$ cat config.mk
export PLATFORM = sky130hd
export DESIGN_NAME = e2e_flit_guard
export DESIGN_NICKNAME = d
export VERILOG_FILES = /design/src/rtl/e2e_guard_pkg.sv /design/src/rtl/e2e_crc8.sv /design/src/rtl/e2e_rst_sync.sv /design/src/rtl/e2e_sender.sv /design/src/rtl/e2e_receiver.sv /design/src/rtl/e2e_flit_guard.sv
export SDC_FILE = /design/constraint.sdc
export NUM_CORES = 1
export LEC_CHECK = 0
export BUFFER_PORTS_ARGS = -buffer_cell sky130_fd_sc_hd__buf_2
export CORE_AREA = 3 3 218 220
export CTS_CLUSTER_DIAMETER = 30
export DETAILED_ROUTE_END_ITERATION = 8
export DIE_AREA = 0 0 221 223
export PLACE_DENSITY_LB_ADDON = 0.25
export SETUP_SLACK_MARGIN = 0.02
export SKIP_LAST_GASP = 1
export SLEW_MARGIN = 20
export SYNTH_ARGS = -nofsm -noshare
export SYNTH_HDL_FRONTEND = slang
export SYNTH_SLANG_ARGS = --single-unit
$ cat constraint.sdc
create_clock -name clk -period 2.4 [get_ports clk]
set_clock_uncertainty 0.1 [all_clocks]
set_input_delay 0.24 -clock clk [delete_from_list [all_inputs] [get_ports clk]]
set_output_delay 0.24 -clock clk [all_outputs]
set_load 0.05 [all_outputs]
$ cat src/rtl/e2e_guard_pkg.sv
package e2e_guard_pkg;
  localparam int          CRC_W    = 8;
  localparam logic [7:0]  CRC_POLY = 8'h9B;

  typedef enum logic [1:0] {
    TX_IDLE  = 2'd0,
    TX_SEND  = 2'd1,
    TX_WAIT  = 2'd2,
    TX_RAISE = 2'd3
  } tx_state_e;
endpackage

$ cat src/rtl/e2e_crc8.sv
module e2e_crc8 #(
  parameter int DATA_W = 128
) (
  input  logic [DATA_W-1:0]                data,
  output logic [e2e_guard_pkg::CRC_W-1:0]  crc
);
  import e2e_guard_pkg::*;

  logic [CRC_W-1:0] acc;
  logic             fb;

  // serial division unrolled, most significant data bit enters first
  always_comb begin
    acc = '0;
    fb  = 1'b0;
    for (int i = DATA_W - 1; i >= 0; i--) begin
      fb  = acc[CRC_W-1] ^ data[i];
      acc = {acc[CRC_W-2:0], 1'b0};
      if (fb) acc = acc ^ CRC_POLY;
    end
    crc = acc;
  end
endmodule

$ cat src/rtl/e2e_rst_sync.sv
module e2e_rst_sync (
  input  logic clk,
  input  logic rst_n_in,
  output logic rst_n_out
);
  logic [1:0] stage_q;

  always_ff @(posedge clk or negedge rst_n_in) begin
    if (!rst_n_in) stage_q <= 2'b00;
    else           stage_q <= {stage_q[0], 1'b1};
  end

  assign rst_n_out = stage_q[1];
endmodule

$ cat src/rtl/e2e_sender.sv
module e2e_sender #(
  parameter int DATA_W  = 128,
  parameter int ID_W    = 6,
  parameter int NODE_ID = 5,
  parameter int TIMEOUT = 64
) (
  input  logic                              clk,
  input  logic                              rst_n,
  input  logic                              in_valid,
  output logic                              in_ready,
  input  logic [DATA_W-1:0]                 in_data,
  input  logic [ID_W-1:0]                   in_dest,
  output logic                              tx_valid,
  input  logic                              tx_ready,
  output logic [DATA_W-1:0]                 tx_data,
  output logic [e2e_guard_pkg::CRC_W-1:0]   tx_crc,
  output logic                              tx_seq,
  input  logic                              ack_valid,
  input  logic                              ack_seq,
  output logic                              raise_req,
  output logic [ID_W-1:0]                   raise_src,
  output logic [ID_W-1:0]                   raise_dst,
  input  logic                              raise_ack
);
  import e2e_guard_pkg::*;

  localparam int               TMR_W    = $clog2(TIMEOUT + 1);
  localparam logic [TMR_W-1:0] TMR_LAST = TMR_W'(TIMEOUT - 1);

  tx_state_e        state_q, state_d;
  logic [DATA_W-1:0] data_q;
  logic [CRC_W-1:0]  crc_q;
  logic [CRC_W-1:0]  crc_in;
  logic [ID_W-1:0]   dest_q;
  logic              seq_q;
  logic [TMR_W-1:0]  tmr_q;
  logic              load_en, seq_flip, tmr_clr, tmr_inc;

  e2e_crc8 #(.DATA_W(DATA_W)) u_crc (.data(in_data), .crc(crc_in));

  always_comb begin
    state_d  = state_q;
    load_en  = 1'b0;
    seq_flip = 1'b0;
    tmr_clr  = 1'b0;
    tmr_inc  = 1'b0;
    unique case (state_q)
      TX_IDLE: if (in_valid) begin
        load_en = 1'b1;
        state_d = TX_SEND;
      end
      TX_SEND: if (tx_ready) begin
        tmr_clr = 1'b1;
        state_d = TX_WAIT;
      end
      TX_WAIT: begin
        if (ack_valid && (ack_seq == seq_q)) begin
          seq_flip = 1'b1;
          state_d  = TX_IDLE;
        end else if (tmr_q == TMR_LAST) begin
          state_d  = TX_RAISE;
        end else begin
          tmr_inc  = 1'b1;
        end
      end
      TX_RAISE: if (raise_ack) state_d = TX_SEND;
      default:  state_d = TX_IDLE;
    endcase
  end

  always_ff @(posedge clk or negedge rst_n) begin
    if (!rst_n) begin
      state_q <= TX_IDLE;
      seq_q   <= 1'b0;
      tmr_q   <= '0;
    end else begin
      state_q <= state_d;
      if (seq_flip)     seq_q <= ~seq_q;
      if (tmr_clr)      tmr_q <= '0;
      else if (tmr_inc) tmr_q <= tmr_q + 1'b1;
    end
  end

  // payload copy: enable only, no reset
  always_ff @(posedge clk) begin
    if (load_en) begin
      data_q <= in_data;
      crc_q  <= crc_in;
      dest_q <= in_dest;
    end
  end

  assign in_ready  = (state_q == TX_IDLE);
  assign tx_valid  = (state_q == TX_SEND);
  assign tx_data   = data_q;
  assign tx_crc    = crc_q;
  assign tx_seq    = seq_q;
  assign raise_req = (state_q == TX_RAISE);
  assign raise_src = ID_W'(NODE_ID);
  assign raise_dst = dest_q;
endmodule

$ cat src/rtl/e2e_receiver.sv
module e2e_receiver #(
  parameter int DATA_W = 128
) (
  input  logic                             clk,
  input  logic                             rst_n,
  input  logic                             rx_valid,
  output logic                             rx_ready,
  input  logic [DATA_W-1:0]                rx_data,
  input  logic [e2e_guard_pkg::CRC_W-1:0]  rx_crc,
  input  logic                             rx_seq,
  output logic                             out_valid,
  input  logic                             out_ready,
  output logic [DATA_W-1:0]                out_data,
  output logic                             ack_valid,
  output logic                             ack_seq
);
  import e2e_guard_pkg::*;

  logic [CRC_W-1:0]  crc_calc;
  logic [DATA_W-1:0] data_q;
  logic              oval_q, oval_d;
  logic              exp_q, exp_d;
  logic              ackv_q, acks_q;
  logic              take, crc_ok, fresh, deliver, ack_d;

  e2e_crc8 #(.DATA_W(DATA_W)) u_crc (.data(rx_data), .crc(crc_calc));

  always_comb begin
    take    = rx_valid && !oval_q;
    crc_ok  = (crc_calc == rx_crc);
    fresh   = (rx_seq == exp_q);
    ack_d   = take && crc_ok;
    deliver = ack_d && fresh;
    exp_d   = exp_q ^ deliver;
    if (deliver)        oval_d = 1'b1;
    else if (out_ready) oval_d = 1'b0;
    else                oval_d = oval_q;
  end

  always_ff @(posedge clk or negedge rst_n) begin
    if (!rst_n) begin
      oval_q <= 1'b0;
      exp_q  <= 1'b0;
      ackv_q <= 1'b0;
      acks_q <= 1'b0;
    end else begin
      oval_q <= oval_d;
      exp_q  <= exp_d;
      ackv_q <= ack_d;
      if (ack_d) acks_q <= rx_seq;
    end
  end

  always_ff @(posedge clk) begin
    if (deliver) data_q <= rx_data;
  end

  assign rx_ready  = !oval_q;
  assign out_valid = oval_q;
  assign out_data  = data_q;
  assign ack_valid = ackv_q;
  assign ack_seq   = acks_q;
endmodule

$ cat src/rtl/e2e_flit_guard.sv
module e2e_flit_guard #(
  parameter int DATA_W  = 128,
  parameter int ID_W    = 6,
  parameter int NODE_ID = 5,
  parameter int TIMEOUT = 64
) (
  input  logic              clk,
  input  logic              rst_n,
  input  logic              src_in_valid,
  output logic              src_in_ready,
  input  logic [DATA_W-1:0] src_in_data,
  input  logic [ID_W-1:0]   src_in_dest,
  output logic              net_tx_valid,
  input  logic              net_tx_ready,
  output logic [DATA_W-1:0] net_tx_data,
  output logic [7:0]        net_tx_crc,
  output logic              net_tx_seq,
  input  logic              ack_in_valid,
  input  logic              ack_in_seq,
  output logic              vraise_req,
  output logic [ID_W-1:0]   vraise_src,
  output logic [ID_W-1:0]   vraise_dst,
  input  logic              vraise_ack,
  input  logic              net_rx_valid,
  output logic              net_rx_ready,
  input  logic [DATA_W-1:0] net_rx_data,
  input  logic [7:0]        net_rx_crc,
  input  logic              net_rx_seq,
  output logic              dst_out_valid,
  input  logic              dst_out_ready,
  output logic [DATA_W-1:0] dst_out_data,
  output logic              ack_out_valid,
  output logic              ack_out_seq
);
  logic rst_n_s;

  e2e_rst_sync u_rst (.clk(clk), .rst_n_in(rst_n), .rst_n_out(rst_n_s));

  e2e_sender #(
    .DATA_W(DATA_W), .ID_W(ID_W), .NODE_ID(NODE_ID), .TIMEOUT(TIMEOUT)
  ) u_tx (
    .clk(clk), .rst_n(rst_n_s),
    .in_valid(src_in_valid), .in_ready(src_in_ready),
    .in_data(src_in_data), .in_dest(src_in_dest),
    .tx_valid(net_tx_valid), .tx_ready(net_tx_ready),
    .tx_data(net_tx_data), .tx_crc(net_tx_crc), .tx_seq(net_tx_seq),
    .ack_valid(ack_in_valid), .ack_seq(ack_in_seq),
    .raise_req(vraise_req), .raise_src(vraise_src),
    .raise_dst(vraise_dst), .raise_ack(vraise_ack)
  );

  e2e_receiver #(.DATA_W(DATA_W)) u_rx (
    .clk(clk), .rst_n(rst_n_s),
    .rx_valid(net_rx_valid), .rx_ready(net_rx_ready),
    .rx_data(net_rx_data), .rx_crc(net_rx_crc), .rx_seq(net_rx_seq),
    .out_valid(dst_out_valid), .out_ready(dst_out_ready),
    .out_data(dst_out_data),
    .ack_valid(ack_out_valid), .ack_seq(ack_out_seq)
  );
endmodule

==> impl_metrics.toml <==
[worst_setup_path]
worst-endpoint-arrival_ns = 5.64
critPathTopFamily = "XOR/XNOR gates"
timing.reg2reg.setup_slack_ns = 0.47
critPathRequiredTime_ns = 2.57
critPathMaxFanout = 20
crit_path_cell_trace = "buf_2 -> xnor3_2 -> xor3_2 -> xnor3_2 -> xnor2_2 -> xnor2_1 -> xnor3_1 -> xor3_1 -> xnor3_2 -> xnor3_1 -> xor3_2 -> xnor3_1 -> or3_1 -> mux2i_1 -> o2111ai_2 -> nor2_4 -> buf_12 -> buf_12"
cpMaxStageDelayCell = "sky130_fd_sc_hd__xnor3_1"
crit_type = "in -> reg"
timing.critical_path.buf_inv = 3
cp-startpoint = "net_rx_data[127]"
critPathCaptureType = "flip-flop"
critical_path.max_stage_delay_ns = 0.49
regToRegStartpoint = "u_tx.tmr_q[0]$_DFFE_PN0P_"
critical_path.startpoint_type = "primary input"

[synthesis]
synthesis.area_um2 = 16900
number_of_distinct_library_cell_variants_in_the_gate_level_netlist_after_synthesis = 35
synth-warning-count = 0
synth-seq-area-share_pct = 50.4
cell_count_after_synthesis = 984
postSynthAreaPerCell_um2 = 17.2
flip_flop_and_latch_count_after_synthesis = 286

[floorplanning]
effective_utilization_at_floorplan_pct = 37.1
die-area_um2 = 49300
die_h_um = 223
num_rows = 78
fp.dieW_um = 221
io_pins = 564
placeableCoreArea_um2 = 45500

[hold_path]
critical_hold_path_startpoint = "net_tx_ready"
hold_path.class = "in -> reg"

[place]
buffer_ports.inserted = 557
gp_congestion = 0.816
post-place-cells = 2480
dpl_cell_area_um2 = 23500
dp_hpwl_mm = 41.6

[cts]
clock_path_buffers = 3
clock_tree_from_tritoncts = "yes"
cts.sink_count = 286
cts_made_buffers = 67
cts.reportedPaths.clkPinSlew_ns = 0.04
htreeDepth = 3
clock_insertion_delay_worst_skew_ns = 0.58
cts.root.buffer_cell = "sky130_fd_sc_hd__clkbuf_16"

[layout]
final-seq-area_um2 = 8510
final_nets = 2509
syn2layout_area_growth_pct = 69.6
final_instance_area_um2 = 28700
fill_cells = 3358
multiInputGateArea_um2 = 8880
final-instance-count-excl-fill = 2876
final_layout_size_suffix_gt1_share_pct = 49.3

[sta]
rsz0062_at_grt = "true"
worstMarginPinSlew_ns = 0.655
finalWorstPathRequiredPeriod_ns = 5.47
finalCritPeriodShare_pct = 228
finalHoldViolCount = 0
finalMaxSlewViolations = 0
final_critical_path_setup_slack_ns = -3.07
worst_slew_margin_rel_pct = 56.3
setup_violations = 140
max_freq_mhz = 183

[global_route]
grt_overall_usage_pct = 22.5
antenna_found_initial = 6
grt_start_max_net_pins = 51
first_global_vias = 14000
grt_pass1_wl_mm = 84.0
grt_overflow = 0

[status]
failed_checks = "setup timing"
status = "finished, violations left"

[detailed_routing]
ant_nets = 0
drt_iter0_drc = 719
detailroute.via_count = 12800
vias_per_cell = 4.46
drc = 0
finalWirelength_mm = 56.0
wire_per_inst_um = 19.5
drtPass1Iterations = 4

[flow_run]
maxCapViolations = 0
-- worst paths after layout --
kind,to,depth (start not counted)
hold reg to reg,u_rx.ack_valid$_DFF_PN0_,0
min in group asynchronous,u_rx.ack_valid$_DFF_PN0_,0
hold / removal,u_tx.tmr_q[4]$_DFFE_PN0P_,3
setup / recovery,u_rx.out_data[115]$_DFFE_PP_,18
setup reg to reg,u_tx.tmr_q[5]$_DFFE_PN0P_,8
max in group asynchronous,u_tx.tmr_q[5]$_DFFE_PN0P_,0
-- layer usage --
layer / track usage, % / share of wire (%) / vias up
li1: - / - / 5965
met1: 27.8 / 41 / 6234
met2: 38.2 / 50 / 543
met3: 5.82 / 6.9 / 93
met4: 8.54 / 2.7 / 2
met5: 0 / 0.016 / -
-- flip-flops by register name (all words and copies together), names as in the netlist, 2 cells and up --
name and flops:
u_rx.out_data 128, u_rst.stage_q 2, u_tx.tx_data 128, u_tx.state_q 2, u_tx.raise_dst 6, u_tx.tx_crc 8
u_tx.tmr_q 7
-- cell usage in the layout (no fill, tap or decap), types with 4 or more instances in the layout --
master | synthesis | routed
sky130_fd_sc_hd__xor2_4 | 1 | 4
sky130_fd_sc_hd__xor2_1 | 110 | 102
sky130_fd_sc_hd__clkbuf_1 | 1 | 10
sky130_fd_sc_hd__clkinv_2 | 0 | 6
sky130_fd_sc_hd__dfrtp_1 | 16 | 16
sky130_fd_sc_hd__ha_1 | 5 | 4
sky130_fd_sc_hd__clkinv_1 | 0 | 5
sky130_fd_sc_hd__clkinvlp_4 | 0 | 6
sky130_fd_sc_hd__xor3_2 | 7 | 10
sky130_fd_sc_hd__clkinv_4 | 0 | 4
sky130_fd_sc_hd__conb_1 | 2 | 7
sky130_fd_sc_hd__xnor3_1 | 119 | 105
sky130_fd_sc_hd__dlygate4sd3_1 | 0 | 267
sky130_fd_sc_hd__xor3_1 | 22 | 19
sky130_fd_sc_hd__inv_1 | 8 | 8
sky130_fd_sc_hd__clkbuf_16 | 0 | 69
sky130_fd_sc_hd__xnor2_4 | 0 | 7
sky130_fd_sc_hd__buf_2 | 0 | 557
sky130_fd_sc_hd__xnor2_2 | 10 | 48
sky130_fd_sc_hd__xor2_2 | 4 | 9
sky130_fd_sc_hd__xnor2_1 | 340 | 295
sky130_fd_sc_hd__edfxtp_1 | 270 | 270
sky130_fd_sc_hd__buf_12 | 0 | 7
sky130_fd_sc_hd__buf_4 | 6 | 342
sky130_fd_sc_hd__xnor3_2 | 16 | 30
sky130_fd_sc_hd__bufinv_16 | 0 | 11
sky130_fd_sc_hd__nand2_1 | 6 | 6
sky130_fd_sc_hd__nor2_1 | 9 | 8
sky130_fd_sc_hd__inv_6 | 0 | 5
-- metrics by stage --
step / worst slack, ns / utilization (%) / hold WS (ns) / TNS, ns
6_report: -3.07 / 63.0 / 0.0582 / -417.14
5_1_grt: -3.24 / 63.0 / 0.0632 / -442.75
4_1_cts: -3.05 / 62.8 / 0.00852 / -416.00
3_5_place_dp: -3.71 / 51.7 / -0.0699 / -507.98
3_3_place_gp: -3.59 / 51.7 / -0.0743 / -492.11
2_1_floorplan: -4.91 / - / -0.156 / -658.66
-- cells by family after synthesis --
| logic type | after synthesis | synth area share (%) |
|---|---|---|
| mux | 4 | 0.244 |
| buf+inv | 15 | 0.467 |
| other cells | 2 | 0.0445 |
| xor+xnor | 629 | 47.1 |
| compound gates | 13 | 0.519 |
| fa+ha+maj | 5 | 0.370 |
| simple gates | 30 | 0.881 |
| flops | 286 | 50.4 |
-- repair_timing --
| item | in CTS | in global routing |
|---|---|---|
| hold buffers | 267 | 0 |
| buffers inserted | 3 | 5 |
| resized for setup | 4 | 9 |
| setup endpoints to repair | 140 | 140 |
| hold endpoints to repair | 268 | 0 |
| cloned | 0 | 0 |
| pin swaps | 2 | 5 |
-- worst reg2reg max path, delay by kind of cell, from the launching register on --
family / cells / cell delay, ns
fa+ha+maj: 1 / 0.24
flops: 1 / 0.40
simple gates: 6 / 0.96
compound gates: 1 / 0.15
-- layout make-up --
| cell class | instances | area share [%] |
|---|---|---|
| inverter | 8 | 0.105 |
| tap | 600 | 2.62 |
| clock inverter | 39 | 1.92 |
| timing repair buffer | 1173 | 28.5 |
| sequential | 286 | 29.7 |
| antenna | 3 | 0.0262 |
| multi-input combinational | 688 | 31.0 |
| clock buffer | 79 | 6.16 |
-- synth_stat cells --
cell | instances | area [um2]
sky130_fd_sc_hd__xnor2_1 | 340 | 2980
sky130_fd_sc_hd__edfxtp_1 | 270 | 8110
sky130_fd_sc_hd__xnor3_1 | 119 | 2680
sky130_fd_sc_hd__xor2_1 | 110 | 963
sky130_fd_sc_hd__xor3_1 | 22 | 523
sky130_fd_sc_hd__dfrtp_1 | 16 | 400
sky130_fd_sc_hd__xnor3_2 | 16 | 380
sky130_fd_sc_hd__xnor2_2 | 10 | 163
sky130_fd_sc_hd__nor2_1 | 9 | 33.8
sky130_fd_sc_hd__inv_1 | 8 | 30.0
sky130_fd_sc_hd__xor3_2 | 7 | 175
sky130_fd_sc_hd__buf_4 | 6 | 45.0
sky130_fd_sc_hd__nand2_1 | 6 | 22.5
sky130_fd_sc_hd__ha_1 | 5 | 62.6
sky130_fd_sc_hd__xor2_2 | 4 | 65.1
sky130_fd_sc_hd__a21oi_1 | 3 | 15.0
sky130_fd_sc_hd__and2_1 | 3 | 18.8
sky130_fd_sc_hd__and3_1 | 3 | 18.8
sky130_fd_sc_hd__mux2i_1 | 3 | 30.0
sky130_fd_sc_hd__o21ai_0 | 3 | 15.0
sky130_fd_sc_hd__conb_1 | 2 | 7.51
sky130_fd_sc_hd__nand3_1 | 2 | 10.0
sky130_fd_sc_hd__nand4_1 | 2 | 12.5
sky130_fd_sc_hd__nor3b_1 | 2 | 15.0
sky130_fd_sc_hd__o22ai_1 | 2 | 12.5
sky130_fd_sc_hd__or3_1 | 2 | 12.5
sky130_fd_sc_hd__a211o_1 | 1 | 8.76
sky130_fd_sc_hd__a21o_1 | 1 | 7.51
sky130_fd_sc_hd__a31oi_1 | 1 | 6.26
sky130_fd_sc_hd__clkbuf_1 | 1 | 3.75
sky130_fd_sc_hd__mux2_1 | 1 | 11.3
sky130_fd_sc_hd__nor3_1 | 1 | 5.00
sky130_fd_sc_hd__o2111ai_2 | 1 | 15.0
sky130_fd_sc_hd__o21bai_1 | 1 | 7.51
sky130_fd_sc_hd__xor2_4 | 1 | 27.5
Power is left out: the tool's default activity adds up to more than one toggle a clock period on the data nets, which glitch-free logic cannot reach.
